**src/rtl/hb_pkg.sv**
```systemverilog
package hb_pkg;
    typedef enum logic [1:0] {
        ST_GAP   = 2'd0,
        ST_READY = 2'd1,
        ST_LO    = 2'd2,
        ST_HI    = 2'd3
    } leg_state_e;
endpackage

```
**src/rtl/hb_sync2.sv**
```systemverilog
module hb_sync2 #(
    parameter int WIDTH = 2
) (
    input  logic             clk,
    input  logic             rst_n,
    input  logic [WIDTH-1:0] din,
    output logic [WIDTH-1:0] dout
);
    logic [WIDTH-1:0] meta_q;

    always_ff @(posedge clk or negedge rst_n) begin
        if (!rst_n) begin
            meta_q <= '0;
            dout   <= '0;
        end else begin
            meta_q <= din;
            dout   <= meta_q;
        end
    end
endmodule

```
**src/rtl/hb_supply_flag.sv**
```systemverilog
module hb_supply_flag #(
    parameter int CODE_W   = 8,
    parameter int ON_CODE  = 95,
    parameter int OFF_CODE = 80
) (
    input  logic              clk,
    input  logic              rst_n,
    input  logic [CODE_W-1:0] code,
    output logic              good
);
    localparam logic [CODE_W-1:0] ON_C  = CODE_W'(ON_CODE);
    localparam logic [CODE_W-1:0] OFF_C = CODE_W'(OFF_CODE);

    always_ff @(posedge clk or negedge rst_n) begin
        if (!rst_n) begin
            good <= 1'b0;
        end else if (code >= ON_C) begin
            good <= 1'b1;
        end else if (code <= OFF_C) begin
            good <= 1'b0;
        end
    end

    // hysteresis thresholds and hold band
    a_r7_hyst_set: assert property (@(posedge clk) disable iff (!rst_n)
        (code >= ON_C) |=> good);
    a_r7_hyst_clear: assert property (@(posedge clk) disable iff (!rst_n)
        (code <= OFF_C) |=> !good);
    a_r7_hyst_hold: assert property (@(posedge clk) disable iff (!rst_n)
        ((code > OFF_C) && (code < ON_C)) |=> (good == $past(good)));
endmodule

```
**src/rtl/hb_leg_fsm.sv**
```systemverilog
module hb_leg_fsm
    import hb_pkg::*;
#(
    parameter int DT_CYCLES = 32
) (
    input  logic clk,
    input  logic rst_n,
    input  logic want_lo,
    input  logic want_hi,
    input  logic main_ok,
    input  logic float_ok,
    output logic lo_gate,
    output logic hi_gate
);
    localparam int CW = (DT_CYCLES > 1) ? $clog2(DT_CYCLES) : 1;
    localparam logic [CW-1:0] GAP_LAST = CW'(DT_CYCLES - 1);
    localparam int RW = $clog2(DT_CYCLES + 1) + 1;
    localparam logic [RW-1:0] RUN_MAX = RW'(DT_CYCLES);

    leg_state_e state_q, state_d;
    logic [CW-1:0] cnt_q, cnt_d;
    logic fok_q;
    logic req_lo, req_hi, float_rise;

    assign req_lo     = want_lo & main_ok;
    assign req_hi     = want_hi & main_ok & float_ok;
    assign float_rise = float_ok & ~fok_q;

    // state register
    always_ff @(posedge clk or negedge rst_n) begin
        if (!rst_n) begin
            state_q <= ST_GAP;
            cnt_q   <= '0;
            fok_q   <= 1'b0;
        end else begin
            state_q <= state_d;
            cnt_q   <= cnt_d;
            fok_q   <= float_ok;
        end
    end

    // next-state logic
    always_comb begin
        state_d = state_q;
        cnt_d   = cnt_q;
        if (!main_ok) begin
            state_d = ST_GAP;
            cnt_d   = '0;
        end else begin
            unique case (state_q)
                ST_GAP: begin
                    if (float_rise) begin
                        cnt_d = '0;
                    end else if (cnt_q == GAP_LAST) begin
                        if (req_lo)      state_d = ST_LO;
                        else if (req_hi) state_d = ST_HI;
                        else             state_d = ST_READY;
                    end else begin
                        cnt_d = cnt_q + 1'b1;
                    end
                end
                ST_READY: begin
                    if (float_rise) begin
                        state_d = ST_GAP;
                        cnt_d   = '0;
                    end else if (req_lo) begin
                        state_d = ST_LO;
                    end else if (req_hi) begin
                        state_d = ST_HI;
                    end
                end
                ST_LO: begin
                    if (!req_lo) begin
                        state_d = ST_GAP;
                        cnt_d   = '0;
                    end
                end
                ST_HI: begin
                    if (!req_hi) begin
                        state_d = ST_GAP;
                        cnt_d   = '0;
                    end
                end
                default: begin
                    state_d = ST_GAP;
                    cnt_d   = '0;
                end
            endcase
        end
    end

    // registered outputs
    always_ff @(posedge clk or negedge rst_n) begin
        if (!rst_n) begin
            lo_gate <= 1'b0;
            hi_gate <= 1'b0;
        end else begin
            lo_gate <= (state_d == ST_LO);
            hi_gate <= (state_d == ST_HI);
        end
    end

    // checker: run length of both-off cycles, saturating
    logic [RW-1:0] off_run_q;
    always_ff @(posedge clk or negedge rst_n) begin
        if (!rst_n) begin
            off_run_q <= '0;
        end else if (lo_gate || hi_gate) begin
            off_run_q <= '0;
        end else if (off_run_q != RUN_MAX) begin
            off_run_q <= off_run_q + 1'b1;
        end
    end

    // any turn-on is preceded by a full gap
    a_r3_gap_before_on: assert property (@(posedge clk) disable iff (!rst_n)
        ($rose(lo_gate) || $rose(hi_gate)) |-> (off_run_q >= RUN_MAX));
    // a rising floating flag with the leg off keeps both outputs off next cycle
    a_r9_float_restart: assert property (@(posedge clk) disable iff (!rst_n)
        (float_rise && !lo_gate && !hi_gate) |=> (!lo_gate && !hi_gate));
endmodule

```
**src/rtl/hb_deadtime_ctrl.sv**
```systemverilog
module hb_deadtime_ctrl #(
    parameter int DT_CYCLES = 32,
    parameter int CODE_W    = 8,
    parameter int MAIN_ON   = 95,
    parameter int MAIN_OFF  = 80,
    parameter int FLT_ON    = 90,
    parameter int FLT_OFF   = 80
) (
    input  logic              clk,
    input  logic              rst_n,
    input  logic              lo_cmd_n,
    input  logic              hi_cmd,
    input  logic [CODE_W-1:0] vmain_code,
    input  logic [CODE_W-1:0] vfloat_code,
    output logic              lo_gate,
    output logic              hi_gate
);
    logic [1:0] cmd_s;
    logic want_lo, want_hi, main_ok, float_ok;

    hb_sync2 #(.WIDTH(2)) u_sync (
        .clk  (clk),
        .rst_n(rst_n),
        .din  ({lo_cmd_n, hi_cmd}),
        .dout (cmd_s)
    );

    // decode: bit1 = low-side pin (asserted low), bit0 = high-side pin
    assign want_lo = ~cmd_s[1] & ~cmd_s[0];
    assign want_hi =  cmd_s[1] &  cmd_s[0];

    hb_supply_flag #(.CODE_W(CODE_W), .ON_CODE(MAIN_ON), .OFF_CODE(MAIN_OFF)) u_main_flag (
        .clk  (clk),
        .rst_n(rst_n),
        .code (vmain_code),
        .good (main_ok)
    );

    hb_supply_flag #(.CODE_W(CODE_W), .ON_CODE(FLT_ON), .OFF_CODE(FLT_OFF)) u_float_flag (
        .clk  (clk),
        .rst_n(rst_n),
        .code (vfloat_code),
        .good (float_ok)
    );

    hb_leg_fsm #(.DT_CYCLES(DT_CYCLES)) u_fsm (
        .clk     (clk),
        .rst_n   (rst_n),
        .want_lo (want_lo),
        .want_hi (want_hi),
        .main_ok (main_ok),
        .float_ok(float_ok),
        .lo_gate (lo_gate),
        .hi_gate (hi_gate)
    );

    // never both enabled
    a_r2_never_both: assert property (@(posedge clk) disable iff (!rst_n)
        !(lo_gate && hi_gate));
    // main flag low blocks both
    a_r7_main_blocks: assert property (@(posedge clk) disable iff (!rst_n)
        !main_ok |=> (!lo_gate && !hi_gate));
    // floating flag low blocks the high side
    a_r8_float_blocks_hi: assert property (@(posedge clk) disable iff (!rst_n)
        !float_ok |=> !hi_gate);
endmodule

```
**config.mk**
```make
export PLATFORM = sky130hd
export DESIGN_NAME = hb_deadtime_ctrl
export DESIGN_NICKNAME = d
export VERILOG_FILES = /design/src/rtl/hb_pkg.sv /design/src/rtl/hb_sync2.sv /design/src/rtl/hb_supply_flag.sv /design/src/rtl/hb_leg_fsm.sv /design/src/rtl/hb_deadtime_ctrl.sv
export SDC_FILE = /design/constraint.sdc
export NUM_CORES = 1
export LEC_CHECK = 0
export ABC_AREA = 1
export BUFFER_PORTS_ARGS = -buffer_cell sky130_fd_sc_hd__buf_2
export CORE_UTILIZATION = 35
export CTS_CLUSTER_DIAMETER = 200
export DETAILED_ROUTE_END_ITERATION = 8
export SYNTH_ARGS = -nofsm -noshare
export SYNTH_HDL_FRONTEND = slang
export SYNTH_SLANG_ARGS = --single-unit
```
**constraint.sdc**
```tcl
create_clock -name clk -period 1.6 [get_ports clk]
set_input_delay 0.48 -clock clk [delete_from_list [all_inputs] [get_ports clk]]
set_output_delay 0.48 -clock clk [all_outputs]
set_load 0.02 [all_outputs]
```
**After elaboration in Yosys (flattened, before gate mapping)**

Index checks and enable logic that the tools add are counted.

- Equal/unequal tests: 10
- Magnitude comparators: 4
- Add/subtract/negate cells: 1
- Mux-type cells: 22
- Reductions and logical operators: 4
- Bitwise gates (word level): 9

Operator list:

| kind | count |
|---|---|
| $mux W5 | 6 |
| $mux W2 | 10 |
| $pmux W5 S4 | 1 |
| $ge A8 B7 Y1 const B | 2 |
| $le A8 B7 Y1 const B | 2 |
| $eq A2 B2 Y1 const B | 4 |
| $pmux W2 S4 | 1 |
| $and A1 B1 Y1 | 6 |
| $ne A3 B3 Y1 const B | 2 |
| $add A5 B1 Y5 const B | 1 |
| $eq A5 B5 Y1 const B | 1 |
| $mux W1 | 4 |
| $ne A4 B3 Y1 const B | 1 |
| $reduce_and A4 Y1 | 1 |
| $reduce_bool A2 Y1 | 2 |
| $ne A3 B2 Y1 const B | 1 |
| $not A1 Y1 | 3 |
| $eq A2 B1 Y1 const B | 1 |
| $logic_not A2 Y1 | 1 |

- Output and inout port bits: 2
- Bits of input ports: 20
- Flip-flop bits (word level): 16
- Word-level logic and storage cells: 59

**Logic depth before layout (Yosys ltp)**

- Word-level depth: 10
- Mapped depth: 11
- Gate-level depth less buffers: 11

**Hierarchy**

From an unflattened synthesis, not the netlist that was laid out.

- Cell total of the unflattened synthesis: 141
- Area total of the unflattened synthesis: 945.9 um2

Modules (own cells, without submodules):

| module | cells each | times used | sequential area each (um2) | area an instance (um2) |
|---|---|---|---|---|
| hb_leg_fsm | 90 | 1 | 250.2 | 610.6 |
| hb_supply_flag (u_float_flag) | 25 | 1 | 25.0 | 122.6 |
| hb_supply_flag (u_main_flag) | 19 | 1 | 25.0 | 101.3 |
| hb_sync2 | 4 | 1 | 100.1 | 100.1 |
| hb_deadtime_ctrl | 3 | 1 | 0.0 | 11.3 |

**Worst setup path before layout**

No wires, ideal clock.

- Path kind: flip-flop to flip-flop
- Start point: reg u_fsm.cnt_q[0]
- End point: reg u_fsm.cnt_q[0]
- Arrival time: 1280 ps
- Setup slack: 204 ps
- Stages on the path, launching flop included: 11
- Buffers on the path: 0
- Period minus slack after synthesis: 1396 ps
- Path through: dfrtp_1 ha_1 nand2_1 nor2_1 ha_1 nand2_2 nor2_2 nor2_1 nand2_2 nand2_1 nand2_1

- Word-level cells in the longest chain between the ends: 5
- Elaborated cells between the ends (all ways): 8
- Classes of those cells: 1 x add/sub; 2 x eq/ne; 4 x mux; 1 x reduce/logical

RTL lines:

| what | RTL line | source |
|---|---|---|
| start, declared | hb_leg_fsm.sv:21 | `logic [CW-1:0] cnt_q, cnt_d;` |
| start signal, assigned | hb_leg_fsm.sv:37 | `cnt_q <= cnt_d;` |
| $add A5 B1 Y5 | hb_leg_fsm.sv:59 | `cnt_d = cnt_q + 1'b1;` |
| $mux W5 | hb_leg_fsm.sv:54 | `end else if (cnt_q == GAP_LAST) begin` |
| $mux W5 | hb_leg_fsm.sv:52 | `if (float_rise) begin` |
| $pmux W5 S4 | hb_leg_fsm.sv:50 | `unique case (state_q)` |
| $mux W5 | hb_leg_fsm.sv:46 | `if (!main_ok) begin` |

Parallel ways exist; a longest one is shown, timed or not. The select of a mux whose other input is x is not followed.
A chain may end at the register's enable or synchronous reset.

**Worst setup path after layout**

- Start point: reg u_fsm.cnt_q[1]
- End point: reg u_fsm.cnt_q[0]

- Word-level cells in the longest chain between the ends: 3

RTL lines:

| what | RTL line |
|---|---|
| $eq A5 B5 Y1 | hb_leg_fsm.sv:54 |
| $ne A4 B3 Y1 (no line) | - |
| $reduce_and A4 Y1 (no line) | - |

Every way passes these cells.

==> run metrics <==
fin nets=172; Max Slew Vio Count=0; largest net degree at the start of global routing=17; drt drc=0; Lkg Pwr=0.652 nW; chip height=52.0 um; P_sw=0.266 mW; grt total ovfl=0; Max IR drop VDD=0.491 mV; clock insertion delay at the later pin of the skew report=290 ps; Worst-path clk slew=100 ps; Crit Path Max Fanout=5; Max Cap Viol=0; antenna viol nets, final=0; CP top delay family=simple AND/OR/NAND/NOR gates; FMAX=652 MHz; Synth top cells by count=nand2_1 (38), nor2_1 (21), inv_1 (19); hold_buf cts=0; CTS Sinks=16; kind of critical path=reg -> reg; clock share of power=0.285; top-count cell post-synth=nand2_1; clk_skew=10.2 ps; WP buf/inv=1; Final period util=0.959; Worst EP required=1840 ps; Die Area=2700 um^2; Total GRT Usage=0.140; initial antenna violation count=0; number of port buffers=21; Synth Register Bits=16; Comb pwr share=0.198; layout cells sized above 1=0.282; Pint=0.678 mW; vias=803; dpl ws=77.5 ps; DRT Pass-1 Iters=5; number of synthesis warnings=0; final hold vios=0; element type at the critical path start=flop; CTS tree=built; Routed WL per cell=9.46 um; Seq pwr share=0.517; Seq/Total Area, Yosys=0.458; number of synthesized flops with an enable pin=0; max_slew headroom=0.764; min-delay worst type=in -> async; Cell Pwr Density=874 nW/um^2; gpl congestion=0.830; Final min period=1530 ps; number of placed I/O pins=22; Crit-path slowest cell=dfrtp_1; reg-to-reg startpoint=u_fsm.cnt_q[1]; area of the core=2280 um^2; vias in the first global route=712; CTS Buffer Depth=2; Worst-Margin Slew=354 ps; Cells after Synth=123; cts bufs inserted=3; Yosys cell types=16; Post-Route WL=1670 um; Starting Density=0.384; worst path cell trace=ha_2, nand2_2, nor2_1, ha_1, nand2_2, nor2_4, inv_2, nand2_2, nor2_4, nand2_1, nand2_1; CP Capture Type=flop; slowest stage delay, CP=420 ps; largest cells by area after synthesis=dfrtp_1 (46%), nand2_1 (16%), nor2_1 (9.0%); final setup margin=65.5 ps; die width=52.0 um; Syn Nets=145; DP Area=1010 um^2; vias per cell=4.54; Placed Cells=172; CP Data Arrival Time=1770 ps; async set-reset flop share out of synthesis=1.00; Area Growth Syn to Fin=23.6%; Final setup viols=0; run status=finished clean; CTS Root Cell=clkbuf_4; H-tree depth=1; cell taking the most area after synthesis=dfrtp_1; first-pass GRT wire length=2770 um; Critical path origin=u_fsm.cnt_q[1]; critical path's most frequent cell=nand2_2; hpwl dp=1260 um; ANT cells=0; top cell type's share of synthesized area=0.458; Rows=17; post-synthesis instance area=873 um^2; final instance area=1080 um^2; Net Sw Frac=0.282; Most used DFF post-synth=dfrtp_1; Synth Area per Inst=7.10 um^2; DR iter-0 viols=22; Power, Total=0.944 mW; Layout Cells excl Fill=177
==> metrics by stage <==
| stage | util | hold slack, ps | TNS (ps) |
|---|---|---|---|
| after floorplan | - | 184 | 0 |
| after detailed placement | 0.445 | 336 | 0 |
| after global routing | 0.474 | 98.8 | -38.9 |
| after CTS | 0.461 | 91.0 | 0 |
| final | 0.474 | 82.0 | 0 |
| after global placement | 0.445 | 332 | 0 |
==> power groups by stage <==
stage | clock network, mW | logic [mW] | registers [mW]
after floorplan | 0 | 0.108 | 0.483
after detailed placement | 0 | 0.159 | 0.494
final | 0.269 | 0.187 | 0.488
after CTS | 0.278 | 0.160 | 0.486
after global placement | 0 | 0.155 | 0.493
after global routing | 0.295 | 0.222 | 0.495
==> repair_timing <==
| item | in CTS | in global routing |
|---|---|---|
| resized for setup | 0 | 8 |
| setup buffers | 0 | 1 |
| endpoints found under the setup margin | 0 | 7 |
==> cells in the final DEF (no fill, tap or decap), types with 2 or more instances in the layout <==
master / n
buf_2: 21
clkbuf_4: 3
dfrtp_1: 16
inv_1: 18
inv_2: 2
nand2_1: 34
nand2_2: 7
nand3_1: 4
nand4_1: 3
nor2_1: 21
nor2_2: 2
nor2_4: 2
o21ai_0: 7
==> routing by layer <==
| metal | vias to the layer above | GRT usage | part of all wire |
|---|---|---|---|
| li1 | 424 | - | - |
| met1 | 355 | 0.169 | 0.45 |
| met2 | 22 | 0.237 | 0.50 |
| met3 | 2 | 0.0263 | 0.034 |
| met4 | 0 | 0.0676 | 0.015 |
| met5 | - | 0 | 0 |
==> registers in the layout, indices dropped and copies added, names as in the netlist <==
register	flops
u_fsm.hi_gate	1
u_fsm.cnt_q	5
u_main_flag.good	1
u_fsm.lo_gate	1
u_fsm.state_q	2
u_sync.meta_q	2
u_fsm.fok_q	1
u_float_flag.good	1
u_sync.dout	2
==> worst paths after layout <==
| path | to | slack (ps) | cells past startpoint |
|---|---|---|---|
| min in group clk | u_sync.meta_q[0] | 300 | 1 |
| max in group asynchronous | u_float_flag.good | 1250 | 1 |
| setup / recovery | u_fsm.cnt_q[0] | 70 | 11 |
| hold / removal | u_fsm.fok_q | 80 | 1 |
| setup reg to reg | u_fsm.cnt_q[0] | 70 | 11 |
| hold reg to reg | u_sync.dout[1] | 360 | 0 |
==> cell type report <==
type                    count  area, um^2
fillers                   217        1200
multi-input cells          86         417
flip-flops and latches     16         400
repair buffers             22         113
inverters                  21        78.8
clock buffers               4        36.3
well taps                  28        35.0
==> logic make-up (layout without fill, tap and decap cells) <==
family,count (synthesis),in the layout,synth area share
XOR/XNOR,1,1,0.0100
AO/OA/AOI/OAI,8,8,0.0458
adder cells (fa/ha/maj),2,2,0.0286
buffers and inverters,21,47,0.0903
flip-flops,16,16,0.458
AND/OR/NAND/NOR,75,75,0.367
No activity file was read; power rests on OpenSTA's default activity.
